**src/rtl/blm_pkg.sv**
```systemverilog
package blm_pkg;
    typedef enum logic [1:0] {
        MODE_HOLD   = 2'b00,
        MODE_ALWAYS = 2'b01,
        MODE_BUSY   = 2'b10,
        MODE_HOLD2  = 2'b11
    } cnt_mode_e;

    localparam int LOAD_MAX   = 1000;
    localparam int LOAD_W     = 10;
    localparam int ADDR_W     = 4;
    localparam int DATA_W     = 32;
    localparam int CNT_NUM    = 2;
    localparam int TOTAL_IDX  = 0;
    localparam int BUSY_IDX   = 1;
    localparam int REG_STRIDE = 4;
    localparam int OFS_CTRL   = 0;
    localparam int OFS_MASK   = 1;
    localparam int OFS_THR    = 2;
    localparam int OFS_CNT    = 3;
    localparam int REG_IRQ_EN = 8;
    localparam int REG_STATUS = 9;
    localparam int REG_LOAD   = 10;
endpackage

```
**src/rtl/blm_counter.sv**
```systemverilog
module blm_counter
    import blm_pkg::*;
#(
    parameter int CNT_W   = 32,
    parameter int NUM_ENG = 4
) (
    input  logic               clk,
    input  logic               rst_n,
    input  logic [NUM_ENG-1:0] busy_in,
    input  logic               wr_ctrl,
    input  logic               wr_mask,
    input  logic               wr_thr,
    input  logic               wr_cnt,
    input  logic [DATA_W-1:0]  wdata,
    input  logic               restart,
    output logic [CNT_W-1:0]   count_o,
    output logic [2:0]         ctrl_o,
    output logic [NUM_ENG-1:0] mask_o,
    output logic [CNT_W-2:0]   thr_o,
    output logic               thr_hit_o
);
    localparam int THR_W = CNT_W - 1;

    typedef struct packed {
        cnt_mode_e          mode;
        logic               filt;
        logic [NUM_ENG-1:0] mask;
        logic [THR_W-1:0]   thr;
        logic [CNT_W-1:0]   cnt;
    } cnt_state_t;

    localparam cnt_state_t CNT_RST = '{mode: MODE_HOLD, filt: 1'b0,
                                       mask: '0, thr: '1, cnt: '0};

    cnt_state_t s_d, s_q;
    logic       inc_d;
    logic       clr_d;
    logic       wdata_unused;

    assign wdata_unused = ^wdata;

    always_comb begin
        s_d = s_q;
        case (s_q.mode)
            MODE_ALWAYS: inc_d = 1'b1;
            MODE_BUSY:   inc_d = |(busy_in & s_q.mask);
            default:     inc_d = 1'b0;
        endcase
        clr_d = restart | (wr_cnt & wdata[0]);
        if (clr_d) begin
            s_d.cnt = {{(CNT_W-1){1'b0}}, inc_d};
        end else if (inc_d && !(&s_q.cnt)) begin
            s_d.cnt = s_q.cnt + CNT_W'(1);
        end
        if (wr_ctrl) begin
            s_d.mode = cnt_mode_e'(wdata[1:0]);
            s_d.filt = wdata[2];
        end
        if (wr_mask) begin
            s_d.mask = wdata[NUM_ENG-1:0];
        end
        if (wr_thr) begin
            s_d.thr = wdata[THR_W-1:0];
        end
    end

    always_ff @(posedge clk or negedge rst_n) begin
        if (!rst_n) begin
            s_q <= CNT_RST;
        end else begin
            s_q <= s_d;
        end
    end

    assign count_o   = s_q.cnt;
    assign ctrl_o    = {s_q.filt, s_q.mode};
    assign mask_o    = s_q.mask;
    assign thr_o     = s_q.thr;
    assign thr_hit_o = s_q.cnt >= {1'b0, s_q.thr};

    // a hold mode freezes the count unless a restart comes in
    a_r1_hold_mode: assert property (@(posedge clk) disable iff (!rst_n)
        ((s_q.mode == MODE_HOLD || s_q.mode == MODE_HOLD2) && !restart && !wr_cnt)
        |=> $stable(count_o));

    // after a restart the count is at most the single carried increment
    a_r2_restart: assert property (@(posedge clk) disable iff (!rst_n)
        restart |=> (count_o <= CNT_W'(1)));

    // an all-ones count does not wrap
    a_r2_saturate: assert property (@(posedge clk) disable iff (!rst_n)
        ((&count_o) && !restart && !wr_cnt) |=> (&count_o));
endmodule

```
**src/rtl/blm_divider.sv**
```systemverilog
module blm_divider
    import blm_pkg::*;
#(
    parameter int CNT_W = 32
) (
    input  logic              clk,
    input  logic              rst_n,
    input  logic              start,
    input  logic [CNT_W-1:0]  busy_cnt,
    input  logic [CNT_W-1:0]  total_cnt,
    input  logic              ovf,
    output logic [LOAD_W-1:0] load_o,
    output logic              valid_o,
    output logic              busy_o
);
    localparam int NUM_W  = CNT_W + LOAD_W;
    localparam int ITER_W = $clog2(NUM_W + 1);

    typedef struct packed {
        logic              busy;
        logic              valid;
        logic              force_max;
        logic [ITER_W-1:0] iter;
        logic [NUM_W-1:0]  num;
        logic [CNT_W-1:0]  den;
        logic [CNT_W-1:0]  rem;
        logic [LOAD_W-1:0] quo;
        logic [LOAD_W-1:0] load;
    } div_state_t;

    div_state_t        s_d, s_q;
    logic [CNT_W:0]    rem_sh_d;
    logic              fits_d;
    logic [LOAD_W-1:0] quo_nx_d;

    always_comb begin
        s_d       = s_q;
        s_d.valid = 1'b0;
        rem_sh_d  = {s_q.rem, s_q.num[NUM_W-1]};
        fits_d    = rem_sh_d >= {1'b0, s_q.den};
        quo_nx_d  = {s_q.quo[LOAD_W-2:0], fits_d};
        if (s_q.busy) begin
            s_d.num  = {s_q.num[NUM_W-2:0], 1'b0};
            s_d.quo  = quo_nx_d;
            s_d.rem  = fits_d ? CNT_W'(rem_sh_d - {1'b0, s_q.den}) : CNT_W'(rem_sh_d);
            s_d.iter = s_q.iter - ITER_W'(1);
            if (s_q.iter == ITER_W'(1)) begin
                s_d.busy  = 1'b0;
                s_d.valid = 1'b1;
                s_d.load  = s_q.force_max ? LOAD_W'(LOAD_MAX) : quo_nx_d;
            end
        end else if (start) begin
            s_d.busy      = 1'b1;
            s_d.iter      = ITER_W'(NUM_W);
            s_d.num       = NUM_W'(busy_cnt) * NUM_W'(LOAD_MAX);
            s_d.den       = total_cnt;
            s_d.rem       = '0;
            s_d.quo       = '0;
            s_d.force_max = ovf || (total_cnt == '0) || (busy_cnt > total_cnt);
        end
    end

    always_ff @(posedge clk or negedge rst_n) begin
        if (!rst_n) begin
            s_q <= '0;
        end else begin
            s_q <= s_d;
        end
    end

    assign load_o  = s_q.load;
    assign valid_o = s_q.valid;
    assign busy_o  = s_q.busy;

    // the ready strobe lasts a single cycle
    a_r8_single_pulse: assert property (@(posedge clk) disable iff (!rst_n)
        valid_o |=> !valid_o);

    // a finished result never exceeds the full-scale value
    a_r7_bound: assert property (@(posedge clk) disable iff (!rst_n)
        valid_o |-> (load_o <= LOAD_W'(LOAD_MAX)));

    // once started, a new start cannot cut the divide short
    a_r9_stay_busy: assert property (@(posedge clk) disable iff (!rst_n)
        (s_q.busy && s_q.iter > ITER_W'(1)) |=> busy_o);
endmodule

```
**src/rtl/busy_load_monitor.sv**
```systemverilog
module busy_load_monitor
    import blm_pkg::*;
#(
    parameter int CNT_W   = 32,
    parameter int NUM_ENG = 4
) (
    input  logic               clk,
    input  logic               rst_n,
    input  logic [NUM_ENG-1:0] busy_in,
    input  logic               sample_req,
    input  logic               reg_we,
    input  logic [ADDR_W-1:0]  reg_addr,
    input  logic [DATA_W-1:0]  reg_wdata,
    output logic [DATA_W-1:0]  reg_rdata,
    output logic [LOAD_W-1:0]  load_out,
    output logic               load_valid,
    output logic               irq
);
    typedef struct packed {
        logic irq_en;
        logic status;
    } top_state_t;

    top_state_t         s_d, s_q;
    logic               div_busy;
    logic               accept;
    logic               w1c;
    logic [CNT_NUM-1:0] thr_hit;
    logic [CNT_W-1:0]   cnt_v  [CNT_NUM];
    logic [2:0]         ctrl_v [CNT_NUM];
    logic [NUM_ENG-1:0] mask_v [CNT_NUM];
    logic [CNT_W-2:0]   thr_v  [CNT_NUM];

    assign accept = sample_req & ~div_busy;
    assign w1c    = reg_we && (reg_addr == ADDR_W'(REG_STATUS)) && reg_wdata[0];

    for (genvar g = 0; g < CNT_NUM; g++) begin : g_cnt
        localparam int BASE = g * REG_STRIDE;
        blm_counter #(.CNT_W(CNT_W), .NUM_ENG(NUM_ENG)) u_cnt (
            .clk       (clk),
            .rst_n     (rst_n),
            .busy_in   (busy_in),
            .wr_ctrl   (reg_we && (reg_addr == ADDR_W'(BASE + OFS_CTRL))),
            .wr_mask   (reg_we && (reg_addr == ADDR_W'(BASE + OFS_MASK))),
            .wr_thr    (reg_we && (reg_addr == ADDR_W'(BASE + OFS_THR))),
            .wr_cnt    (reg_we && (reg_addr == ADDR_W'(BASE + OFS_CNT))),
            .wdata     (reg_wdata),
            .restart   (accept),
            .count_o   (cnt_v[g]),
            .ctrl_o    (ctrl_v[g]),
            .mask_o    (mask_v[g]),
            .thr_o     (thr_v[g]),
            .thr_hit_o (thr_hit[g])
        );
    end

    blm_divider #(.CNT_W(CNT_W)) u_div (
        .clk       (clk),
        .rst_n     (rst_n),
        .start     (accept),
        .busy_cnt  (cnt_v[BUSY_IDX]),
        .total_cnt (cnt_v[TOTAL_IDX]),
        .ovf       (s_q.status),
        .load_o    (load_out),
        .valid_o   (load_valid),
        .busy_o    (div_busy)
    );

    always_comb begin
        s_d = s_q;
        if (reg_we && (reg_addr == ADDR_W'(REG_IRQ_EN))) begin
            s_d.irq_en = reg_wdata[0];
        end
        s_d.status = (s_q.status & ~(w1c | accept)) | (|thr_hit);
    end

    always_ff @(posedge clk or negedge rst_n) begin
        if (!rst_n) begin
            s_q <= '0;
        end else begin
            s_q <= s_d;
        end
    end

    always_comb begin
        reg_rdata = '0;
        for (int i = 0; i < CNT_NUM; i++) begin
            if (reg_addr == ADDR_W'(i * REG_STRIDE + OFS_CTRL)) reg_rdata = DATA_W'(ctrl_v[i]);
            if (reg_addr == ADDR_W'(i * REG_STRIDE + OFS_MASK)) reg_rdata = DATA_W'(mask_v[i]);
            if (reg_addr == ADDR_W'(i * REG_STRIDE + OFS_THR))  reg_rdata = DATA_W'(thr_v[i]);
            if (reg_addr == ADDR_W'(i * REG_STRIDE + OFS_CNT))  reg_rdata = DATA_W'(cnt_v[i]);
        end
        if (reg_addr == ADDR_W'(REG_IRQ_EN)) reg_rdata = DATA_W'(s_q.irq_en);
        if (reg_addr == ADDR_W'(REG_STATUS)) reg_rdata = DATA_W'(s_q.status);
        if (reg_addr == ADDR_W'(REG_LOAD))   reg_rdata = DATA_W'(load_out);
    end

    assign irq = s_q.status & s_q.irq_en;

    // the overflow flag is sticky without a clear
    a_r3_sticky: assert property (@(posedge clk) disable iff (!rst_n)
        (s_q.status && !accept && !w1c) |=> s_q.status);

    // an accepted sample clears the flag when no threshold is reached
    a_r6_status_clear: assert property (@(posedge clk) disable iff (!rst_n)
        (accept && !(|thr_hit)) |=> !s_q.status);

    // a write-one clear takes effect when no threshold is reached
    a_r4_w1c: assert property (@(posedge clk) disable iff (!rst_n)
        (w1c && !(|thr_hit)) |=> !s_q.status);

    // a result only appears while a divide was in flight
    a_r8_after_busy: assert property (@(posedge clk) disable iff (!rst_n)
        $rose(load_valid) |-> $past(div_busy));
endmodule

```
**config.mk**
```make
export PLATFORM = sky130hd
export DESIGN_NAME = busy_load_monitor
export DESIGN_NICKNAME = d
export VERILOG_FILES = /design/src/rtl/blm_pkg.sv /design/src/rtl/blm_counter.sv /design/src/rtl/blm_divider.sv /design/src/rtl/busy_load_monitor.sv
export SDC_FILE = /design/constraint.sdc
export NUM_CORES = 1
export LEC_CHECK = 0
export ABC_AREA = 1
export BUFFER_PORTS_ARGS = -buffer_cell sky130_fd_sc_hd__clkbuf_2
export CORE_ASPECT_RATIO = 0.8
export CORE_MARGIN = 1
export CORE_UTILIZATION = 30
export CTS_CLUSTER_SIZE = 8
export DETAILED_ROUTE_END_ITERATION = 8
export GPL_TIMING_DRIVEN = 0
export PLACE_DENSITY = 0.47
export SYNTH_ARGS = -nofsm -noshare
export SYNTH_HDL_FRONTEND = slang
export SYNTH_SLANG_ARGS = --single-unit
```
**constraint.sdc**
```tcl
create_clock -name clk -period 5.15 [get_ports clk]
set_clock_uncertainty 0.15 [all_clocks]
set_input_delay 0.2575 -clock clk [delete_from_list [all_inputs] [get_ports clk]]
set_output_delay 0.2575 -clock clk [all_outputs]
set_load 0.01 [all_outputs]
```
==> impl_results.md <==
* Final HPWL DP at around 73000 um
* EDFF count, synth at 0
* Hold Slack at slightly below 0.05 ns
* Met1 Resource Use GR at 34.74%
* CP Capture Point: u_div.s_q[113]$_DFFE_PN0P_
* DR WL/cell at ~19 um
* Pre-CTS WS at -0.2744 ns
* Worst EP arrival at approximately 5.3 ns
* Detailed-router iteration count before antenna repair at 6
* HP Class: input port to register
* Share of power burned in registers at roughly a fifth
* Gpl congestion at 0.9443
* Critical path class: register to register
* Largest net degree at the start of global routing at ~100
* Vias at approximately 23000
* Critical Path Source Type: register
* Period utilization at between 90% and 100%
* Layout Utilization at a little over a third
* CP max stage cell: fa_1
* Die height at ~260 um
* Initial antenna violation count at 0
* Remaining DRCs at 0
* Register clock-pin slew on the reported worst setup and hold paths at approximately 0.060 ns
* GRT Max-Usage Layer: met1
* Input/output buffers at between 80 and 90
* Total CTS buffers at 41
* Vias/cell at 4.951
* Ant diodes at 0
* Area contributors post-synth: dfrtp_1 (22%), nand2_1 (13%), ha_1 (11%), fa_1 (9.7%), inv_1 (8.7%)
* FF-to-FF Start: g_cnt[1].u_cnt.count_o[19]$_DFFE_PN0P_
* Distinct cells, synth at 57
* Layout cell share with drive strength beyond 1 at a little under an eighth
* Worst-case clock buffer depth at 3
* Core area at ~81000 um^2
* GR met2 Demand/Resource at between 20 and 30%
* Root Driver: clkbuf_16
* Pleak at 13.69 nW
* Gate power share at between 60% and 70%
* Xor/xnor share of the synthesized area at roughly 1.7%
* Clk pwr share at about 15%
* Core Rows at a little over 90
* CTS Sinks at 273
* CP Buf/Inv Count at 3
* First-pass GRT wire length at between 100000 and 150000 um
* Status: finished, final reports clean
* Final Power at around 18 mW
* Final setup fails at 0
* Die Wd at roughly 320 um
* Initial Utilization at 30.38%
* Syn Inst Count at 3325
* Crit-path cells: clkinvlp_4 > buf_4 > fa_1 > fa_1 > fa_1 > fa_1 > inv_1 > ha_1 > nand2_1 > nor4_1 > nand3_1 > nand3_1 > nand2_1 > nand3_1 > nand2_1
* Rel. slew slack at a little over a third
* Area Growth Syn to Fin at 16.36%
* Skew-Pair Late Insertion Delay at around 0.58 ns
* Vias in the first global route at 21710
* Top Family by Delay on Critical Path: adder cells
* Reg-to-reg slack, setup at slightly above 0.2 ns
* GR Util met3 at under 10%
* Final Hold Vio Count at 0
* Total internal power at around 8.5 mW
* R2R Path End: u_div.s_q[113]$_DFFE_PN0P_
* Remaining global-route overflow at 0
* CP Launch Point: g_cnt[1].u_cnt.count_o[19]$_DFFE_PN0P_
* # nets final at between 3000 and 4000
* Post-Synth Simple-Gate Area at 25.01%
* Unrepaired setup endpoints after global routing: true
* Top cells by count, synth: nand2_1 (857), inv_1 (571), o21ai_0 (249)
* P per Cell Area at 618.4 nW/um^2
* Post-synthesis compound-gate area fraction at a little over an eighth
* Top cell type's share of synthesized area at between 20% and 30%
* P_sw at between 9 and 10 mW
* Routed Antenna Nets at 0
* Synth Register Bits at between 200 and 300
* Cell with the most instances after synthesis: nand2_1
* Mean Syn Cell Area at between 7 and 8 um^2
* Synthesized area at about 25000 um^2
* Max cap viols at 0
* Critical Path RT at 5.45 ns
* Area leader, netlist: dfrtp_1
* Area share of fa/ha/maj cells after synthesis at around a fifth
* Ys async rst share at 100.0%
* Syn. warnings at 0
* Top FF cell, synth: dfrtp_1
* Final WL at ~90000 um
* Minimum clock period at slightly below 5 ns
* I/O pin cnt at around 90
* H-tree levels at 2
* Peak VDD IR at around 0.00028 V
* Dpl cells at ~4500
* Crit path max fanout at 6
* Switching Share at between 50% and 60%
* Multiplexer share of the synthesized area at 0%
* CP endpoint kind: register
* Fin cells at 4665
* Cell repeated most along the worst path: fa_1
* Die ar. at just over 80000 um^2
* Final Max Tran Viols at 0
* TritonCTS clock tree: yes
* Measured slew at the worst slew-check pin at between 0.9 and 1 ns
* Largest stage delay on the critical path at around 0.57 ns
* Drt initial violations at around 2000
* Worst setup margin at a little over 0.2 ns
* FF-to-FF path depth at 15
* Syn nets at 3706
* Share of the yosys chip area belonging to registers at around 28%
* Fmax at between 200 and 250 MHz
* Stages on worst setup path at 15
* Total track usage at around 22%
* Largest family of logic cells by synthesized area: simple AND/OR/NAND/NOR gates
[routing by layer]
layer,wire [um],up-vias,share of wire (%)
met5,0,-,0
met4,1461,0,1.6
met3,6031,66,6.7
met2,35920,665,40
met1,46580,11130,52
li1,-,11230,-
[registers in the layout, summed over array words and instances, names as in the netlist]
| name | flops |
|---|---|
| g_cnt.u_cnt.thr_o | 62 |
| u_div.load_o | 10 |
| u_div.quo_nx_d | 9 |
| u_div.rem_sh_d | 33 |
| s_q | 2 |
| u_div.valid_o | 1 |
| g_cnt.u_cnt.mask_o | 8 |
| g_cnt.u_cnt.ctrl_o | 6 |
| u_div.busy_o | 1 |
| u_div.s_q | 77 |
| g_cnt.u_cnt.count_o | 64 |
[logic make-up after synthesis]
logic type,count (synthesis)
AOI/OAI and AO/OA,573
and+or+nand+nor,1415
buffers and inverters,679
DFF,273
adders and majority gates,337
xor gates and xnor gates,48
[how the worst min path moves through the flow]
stage,start,to,cells past startpoint
2_1_floorplan,rst_n,g_cnt[0].u_cnt.count_o[0]$_DFFE_PN0P_,0
3_3_place_gp,g_cnt[1].u_cnt.mask_o[3]$_DFFE_PN0P_,g_cnt[1].u_cnt.mask_o[3]$_DFFE_PN0P_,2
3_5_place_dp,rst_n,u_div.rem_sh_d[28]$_DFFE_PN0P_,1
4_1_cts,reg_addr[0],s_q[1]$_DFFE_PN0P_,4
5_1_grt,reg_addr[0],s_q[1]$_DFFE_PN0P_,4
6_report,reg_addr[2],g_cnt[0].u_cnt.ctrl_o[0]$_DFFE_PN0P_,4
[power by group through the flow]
stage               combinational, mW  sequential, mW  clock (mW)
floorplan                        7.84            3.36           0
global placement                 10.9            3.71           0
detailed placement               10.9            3.70           0
CTS                              11.0            3.68        2.73
global route                     12.8            3.79        2.82
finish                           11.3            3.71        2.66
[layout by cell type (no fill, tap or decap), types with 6 or more instances in the layout]
master         count
nand2_1          857
inv_1            550
o21ai_0          242
ha_1             217
dfrtp_1          187
nor2_1           186
nand3_1          170
a21oi_1          160
fa_1             119
clkbuf_2          85
buf_4             73
clkbuf_1          67
nand4_1           63
dfstp_2           62
a22oi_1           45
nor3_1            43
clkbuf_16         42
nand3b_1          38
o22ai_1           35
dlygate4sd3_1     33
xor2_1            31
dfrtp_2           24
clkinvlp_4        22
o31ai_1           19
o21ai_1           18
o21ai_2           18
inv_2             16
xnor2_1           16
buf_6             12
nand2_2            9
o221ai_1           8
buf_2              7
nor4_1             7
nand4_2            7
or2_2              7
o21bai_1           7
buf_1              7
nor2_2             6
o211ai_1           6
[final cells by class]
type                            instances  area (um^2)
Multi-Input combinational cell       2373        14940
Clock inverter                          4        76.32
Fill cell                            8762        52210
Timing Repair Buffer                  181         1277
Clock buffer                           63         1150
Tap cell                             1092         1366
Buffer                                 88        491.7
Sequential cell                       273         6939
Inverter                              591         2302
[tightest hold or removal path, cell delays in order]
cell	delay [ns]
clkbuf_2	0.12
nor2_4	0.07
nand3_1	0.18
o21ai_0	0.10
[stage by stage]
stage | cell area, um^2 | TNS [ns]
2_1_floorplan | 24530 | 0
3_3_place_gp | 26320 | -610.11
3_5_place_dp | 26390 | -0.7073
4_1_cts | 27990 | 0
5_1_grt | 28540 | -0.009784
6_report | 28540 | 0
[repair_timing]
| action | in CTS | in global routing |
|---|---|---|
| setup endpoints to repair | 8 | 25 |
| buffers inserted | 4 | 57 |
| hold buffers | 33 | 0 |
| hold endpoints to repair | 147 | 0 |
| resized for setup | 9 | 52 |
| gates cloned | 0 | 0 |
Note: power is estimated with default switching activity, not from simulation.
